[config.mk]
export PLATFORM = sky130hd
export DESIGN_NAME = rx_dest_screen
export DESIGN_NICKNAME = d
export VERILOG_FILES = /design/src/rtl/rxfilt_pkg.sv /design/src/rtl/rxfilt_control.sv /design/src/rtl/rxfilt_datapath.sv /design/src/rtl/rx_dest_screen.sv
export SDC_FILE = /design/constraint.sdc
export NUM_CORES = 1
export LEC_CHECK = 0
export BUFFER_PORTS_ARGS = -buffer_cell sky130_fd_sc_hd__buf_2
export CAP_MARGIN = 30
export CORE_MARGIN = 2
export CORE_UTILIZATION = 43
export DETAILED_ROUTE_END_ITERATION = 16
export GPL_ROUTABILITY_DRIVEN = 0
export HOLD_SLACK_MARGIN = 0.1
export PLACE_DENSITY = 0.72
export SLEW_MARGIN = 20
export SYNTH_ARGS = -nofsm -noshare
export SYNTH_HDL_FRONTEND = slang
export SYNTH_SLANG_ARGS = --single-unit
[constraint.sdc]
create_clock -name clk -period 3 [get_ports clk]
set_input_delay 0.15 -clock clk [delete_from_list [all_inputs] [get_ports clk]]
set_output_delay 0.15 -clock clk [all_outputs]
set_load 0.005 [all_outputs]
[src/rtl/rxfilt_pkg.sv]
package rxfilt_pkg;

  localparam int ADDR_BYTES = 6;
  localparam int CNT_W      = $clog2(ADDR_BYTES + 1);
  localparam logic [31:0] CRC_POLY_REFL = 32'hEDB88320;

  typedef struct packed {
    logic             take;      // byte is part of the destination field
    logic             first;     // byte is byte 0 of a new frame
    logic [CNT_W-1:0] idx;       // position of the byte in the field
    logic             last;      // byte completes the field
    logic             shortEnd;  // frame ends before the field completes
  } strobe_t;

  function automatic logic [31:0] crcStep(input logic [31:0] c, input logic [7:0] d);
    logic [31:0] r;
    r = c;
    for (int i = 0; i < 8; i++) begin
      if (r[0] ^ d[i]) r = (r >> 1) ^ CRC_POLY_REFL;
      else             r = r >> 1;
    end
    return r;
  endfunction

endpackage

[src/rtl/rxfilt_control.sv]
module rxfilt_control
  import rxfilt_pkg::*;
(
  input  logic    clk,
  input  logic    rstN,
  input  logic    byteValid,
  input  logic    frameStart,
  input  logic    frameEnd,
  output strobe_t strb
);

  logic             active;
  logic [CNT_W-1:0] cnt;
  logic [CNT_W-1:0] curIdx;

  always_comb begin
    curIdx        = frameStart ? '0 : cnt;
    strb.take     = byteValid & (frameStart | active);
    strb.first    = byteValid & frameStart;
    strb.idx      = curIdx;
    strb.last     = strb.take & (curIdx == CNT_W'(ADDR_BYTES - 1));
    strb.shortEnd = strb.take & frameEnd & ~strb.last;
  end

  always_ff @(posedge clk or negedge rstN) begin
    if (!rstN) begin
      active <= 1'b0;
      cnt    <= '0;
    end else if (strb.take) begin
      cnt    <= curIdx + CNT_W'(1);
      active <= ~(strb.last | strb.shortEnd);
    end
  end

endmodule

[src/rtl/rxfilt_datapath.sv]
module rxfilt_datapath
  import rxfilt_pkg::*;
#(
  parameter int HASH_BITS = 64
) (
  input  logic                 clk,
  input  logic                 rstN,
  input  strobe_t              strb,
  input  logic [7:0]           byteData,
  input  logic                 modeRejectBcast,
  input  logic                 modeHashAll,
  input  logic                 modePromisc,
  input  logic [15:0]          stationHi,
  input  logic [31:0]          stationLo,
  input  logic [HASH_BITS-1:0] hashTable,
  output logic                 verdictValid,
  output logic                 accept,
  output logic                 miss
);

  localparam int HASH_IDX_W = $clog2(HASH_BITS);

  logic [8*ADDR_BYTES-1:0] stationAll;
  logic [7:0]              stationLane [ADDR_BYTES];

  assign stationAll = {stationHi, stationLo};

  genvar g;
  generate
    for (g = 0; g < ADDR_BYTES; g++) begin : gLane
      assign stationLane[g] = stationAll[(ADDR_BYTES-1-g)*8 +: 8];
    end
  endgenerate

  logic        bcastAcc, uniAcc, groupAcc;
  logic [31:0] crcAcc;
  logic        bcastNext, uniNext, groupNext;
  logic [31:0] crcNext;
  logic [7:0]  stationByte;
  logic [HASH_IDX_W-1:0] hashIdx;
  logic        hashHit;
  logic        missRaw;
  logic        decide;

  always_comb begin
    stationByte = stationLane[strb.idx];
    bcastNext   = (strb.first ? 1'b1 : bcastAcc) & (byteData == 8'hFF);
    uniNext     = (strb.first ? 1'b1 : uniAcc)   & (byteData == stationByte);
    groupNext   =  strb.first ? byteData[0] : groupAcc;
    crcNext     = crcStep(strb.first ? 32'hFFFF_FFFF : crcAcc, byteData);
    hashIdx     = crcNext[31 -: HASH_IDX_W];
    hashHit     = hashTable[hashIdx];
    if (bcastNext)                    missRaw = modeRejectBcast;
    else if (groupNext | modeHashAll) missRaw = ~hashHit;
    else                              missRaw = ~uniNext;
    decide = strb.last | strb.shortEnd;
  end

  always_ff @(posedge clk or negedge rstN) begin
    if (!rstN) begin
      bcastAcc <= 1'b0;
      uniAcc   <= 1'b0;
      groupAcc <= 1'b0;
      crcAcc   <= '1;
    end else if (strb.take) begin
      bcastAcc <= bcastNext;
      uniAcc   <= uniNext;
      groupAcc <= groupNext;
      crcAcc   <= crcNext;
    end
  end

  always_ff @(posedge clk or negedge rstN) begin
    if (!rstN) begin
      verdictValid <= 1'b0;
      accept       <= 1'b0;
      miss         <= 1'b0;
    end else begin
      verdictValid <= decide;
      miss         <= decide & (strb.shortEnd | missRaw);
      accept       <= decide & (~(strb.shortEnd | missRaw) | modePromisc);
    end
  end

endmodule

[src/rtl/rx_dest_screen.sv]
module rx_dest_screen
  import rxfilt_pkg::*;
#(
  parameter int HASH_BITS = 64
) (
  input  logic                 clk,
  input  logic                 rstN,
  input  logic                 byteValid,
  input  logic [7:0]           byteData,
  input  logic                 frameStart,
  input  logic                 frameEnd,
  input  logic                 modeRejectBcast,
  input  logic                 modeHashAll,
  input  logic                 modePromisc,
  input  logic [15:0]          stationHi,
  input  logic [31:0]          stationLo,
  input  logic [HASH_BITS-1:0] hashTable,
  output logic                 verdictValid,
  output logic                 accept,
  output logic                 miss
);

  strobe_t strb;

  rxfilt_control u_ctrl (
    .clk        (clk),
    .rstN       (rstN),
    .byteValid  (byteValid),
    .frameStart (frameStart),
    .frameEnd   (frameEnd),
    .strb       (strb)
  );

  rxfilt_datapath #(.HASH_BITS(HASH_BITS)) u_dp (
    .clk             (clk),
    .rstN            (rstN),
    .strb            (strb),
    .byteData        (byteData),
    .modeRejectBcast (modeRejectBcast),
    .modeHashAll     (modeHashAll),
    .modePromisc     (modePromisc),
    .stationHi       (stationHi),
    .stationLo       (stationLo),
    .hashTable       (hashTable),
    .verdictValid    (verdictValid),
    .accept          (accept),
    .miss            (miss)
  );

endmodule

==> impl_metrics.ini <==
[status]
status = complete, but fails checks
violations = negative setup slack

[timing]
min_period_ps = 3141
tns_ps = -242.3
rsz0062_at_grt = yes
setup-violations-final = 2
hold_violations = 0
hold_ws_ps = 184.7
fin_ws_ps = -140.7
worst_slew_pin_slew_ps = 827.9
fmax_mhz = 318.4
skew_ps = 8.741
drv_slew = 0
relSlewSlack_pct = 44.41
timing.final.crit_share_pct = 104.7

[global_route]
antenna_found_initial = 0
grt_usage_pct = 25.23
grt_overflow_total = 0
grt_max_degree = 43
grt_pass1_wl_mm = 20.65
grt_pass1_vias = 4285

[final_layout]
diodes = 0
num-nets-final = 764
drive_gt1_share_pct = 41.57
num-fill-cells = 874
area_growth_pct = 29.83
final-instance-count-excl-fill = 764

[placement]
dp_hpwl_mm = 9.713
port_buffers = 130
dp_cells = 741
place_ws_ps = -100.1

[cts]
clk_latency_ps = 310
htreeDepth = 2
tritoncts = done
clk_pin_slew_worst_paths_ps = 90
cts_buffers = 5
cts.sinks = 42
clockRootBuffer = clkbuf_8
clockBufferDepth = 2

[logic_synthesis]
synthMuxAreaShare_pct = 12.77
syn_area_um2 = 4144
synth_simple_gate_area_share_pct = 16.21
ys_warn_count = 0
synthMostInstantiatedCell = nor2_1
syn_area_per_cell_um2 = 8.688
yosysTopAreaCell = dfstp_2
synth_compound_area_share_pct = 17.93
synth_fa_ha_area_share_pct = 0.6039
ys_ff_latch = 42
synth.top_cell.area_share_pct = 20.29
syn-num-nets = 607
synth_xor_area_share_pct = 19.57
async_flop_share_pct = 100.0
synth_edf_count = 0
synth.area.top_cells = dfstp_2 20%, xnor2_1 13%, mux2i_1 6.5%, dfrtp_1 6.0%, nor2_1 5.8%
synth_top_family_by_area = XOR/XNOR gates
synthFlopType = dfstp_2
synth.distinct_cells = 60
synth_common_cells = 64 x nor2_1, 60 x xnor2_1, 33 x a21oi_1, 32 x dfstp_2
syn_inst = 477
yosysSeqAreaShare_pct = 26.33

[worst_setup_path]
crit_path_start_kind = flip-flop
crit_type = flip-flop to flip-flop
cp_max_fo = 7
required_ps = 3250
critical_path_arrival_ps = 3400
crit_path_end_kind = flip-flop

[drt]
drc_errors = 0
antenna_left = 0
drt-total-wl_mm = 12.74
dr.first_iter.drc_count = 274
drtPass1Iterations = 5
avgRoutedWirePerCell_um = 16.67
vias = 4264
vias_per_cell = 5.581

[floorplanning]
row_count = 35
die-area_um2 = 10440
die_h_um = 102.2
io_pins = 131
core_um2 = 9284
initial_core_util_pct = 44.64
dieWidth_um = 102.2

[pwr]
seqPwrFrac_pct = 14.5
powerDensity_nw_per_um2 = 1545
ir_worst_vdd_mv = 1.422
p_int_mw = 4.722
power_frac_comb_pct = 80.7
pwr-share-clk_pct = 4.8
swShare_pct = 43.20
power_mw = 8.313
p_leak_nw = 2.394
p_sw_mw = 3.591

[min_path]
hold_class = input port to flip-flop

[job]
cap_violations = 0
==> routing by layer <==
layer | track usage (%) | up-vias | wire length, um
li1 | - | 2007 | -
met1 | 33.43 | 2042 | 5342
met2 | 42.21 | 191 | 6276
met3 | 3.557 | 24 | 813
met4 | 9.128 | 0 | 307
met5 | 0 | - | 0
==> final cells by class <==
class / instances / area (um2) / share of cell area (%)
clock inverters: 2 / 12.51 / 0.2326
multi-input cells: 388 / 2868 / 53.30
repair buffers: 190 / 1139 / 21.16
clock buffers: 6 / 82.58 / 1.535
well taps: 129 / 161.4 / 3.000
flip-flops and latches: 42 / 1091 / 20.28
inverters: 7 / 26.28 / 0.4884
==> worst paths after layout <==
kind / startpoint / end / slack [ps] / depth (start not counted)
setup / recovery: u_dp.crcAcc[0] / u_dp.accept / -140 / 12
hold / removal: frameEnd / u_dp.miss / 180 / 3
setup reg to reg: u_dp.crcAcc[0] / u_dp.accept / -140 / 12
hold reg to reg: u_dp.uniAcc / u_dp.uniAcc / 490 / 2
max in group asynchronous: rstN / u_dp.crcAcc[1] / 2190 / 3
min in group asynchronous: rstN / u_dp.crcAcc[13] / 550 / 2
==> cell usage in the layout, fill, tap and decap left out, drive strengths merged, types with 3 or more instances in the layout <==
master | synthesis | final
a211oi | 9 | 9
a21oi | 33 | 33
a22oi | 13 | 13
and2 | 3 | 3
and3 | 3 | 3
buf | 12 | 188
clkbuf | 27 | 6
dfrtp | 10 | 10
dfstp | 32 | 32
inv | 7 | 7
mux2i | 27 | 27
mux4 | 10 | 10
nand2 | 29 | 29
nand2b | 4 | 4
nand3 | 7 | 7
nand4 | 4 | 4
nor2 | 64 | 64
nor3 | 14 | 14
nor3b | 6 | 6
o211ai | 3 | 3
o21ai | 22 | 22
o22ai | 25 | 25
xnor2 | 62 | 62
xor2 | 20 | 20
==> flip-flops by register name, summed over array words and instances (netlist names) <==
signal / cells
u_dp.miss: 1
u_dp.crcAcc: 32
u_ctrl.active: 1
u_dp.uniAcc: 1
u_dp.groupAcc: 1
u_ctrl.cnt: 3
u_dp.bcastAcc: 1
u_dp.accept: 1
u_dp.verdictValid: 1
==> worst max-delay path: stages, from the launching register on <==
cell,delay [ps]
dfstp_2,570
xnor2_1,120
nor2_1,80
xnor2_1,220
xnor3_1,490
buf_12,160
buf_8,130
buf_4,140
mux2_4,300
a41oi_2,180
o211ai_1,130
nor4_2,380
o31a_1,190
==> through the flow <==
| stage | area, um2 | utilization [%] |
|---|---|---|
| after floorplan | 4163 | - |
| after global placement | 5079 | 54.70 |
| after detailed placement | 5079 | 54.70 |
| after CTS | 5281 | 56.89 |
| after global routing | 5380 | 57.95 |
| final | 5380 | 57.95 |
==> timing repair <==
action / 4_1_cts / 5_1_grt
gates resized for setup: 6 / 8
setup buffers: 8 / 4
pin swaps: 9 / 8
hold buffers: 2 / 0
hold endpoints to repair: 11 / 0
setup endpoints to repair: 2 / 2
==> logic make-up (layout without fill, tap and decap cells) <==
logic type | after synthesis | count (layout)
compound gates | 119 | 119
xor+xnor | 85 | 85
fa+ha+maj | 2 | 2
buf+inv | 47 | 205
flops | 42 | 42
mux | 39 | 39
simple gates | 143 | 143
==> power groups by stage <==
stage          sequential, mW  combinational [mW]  clock (mW)
6_report                 1.20                6.71       0.403
3_5_place_dp             1.20                5.87           0
4_1_cts                  1.20                6.39       0.408
2_1_floorplan            1.11                4.46           0
5_1_grt                  1.23                7.23       0.430
3_3_place_gp             1.18                5.73           0
Power figures use the tool's default switching activity.
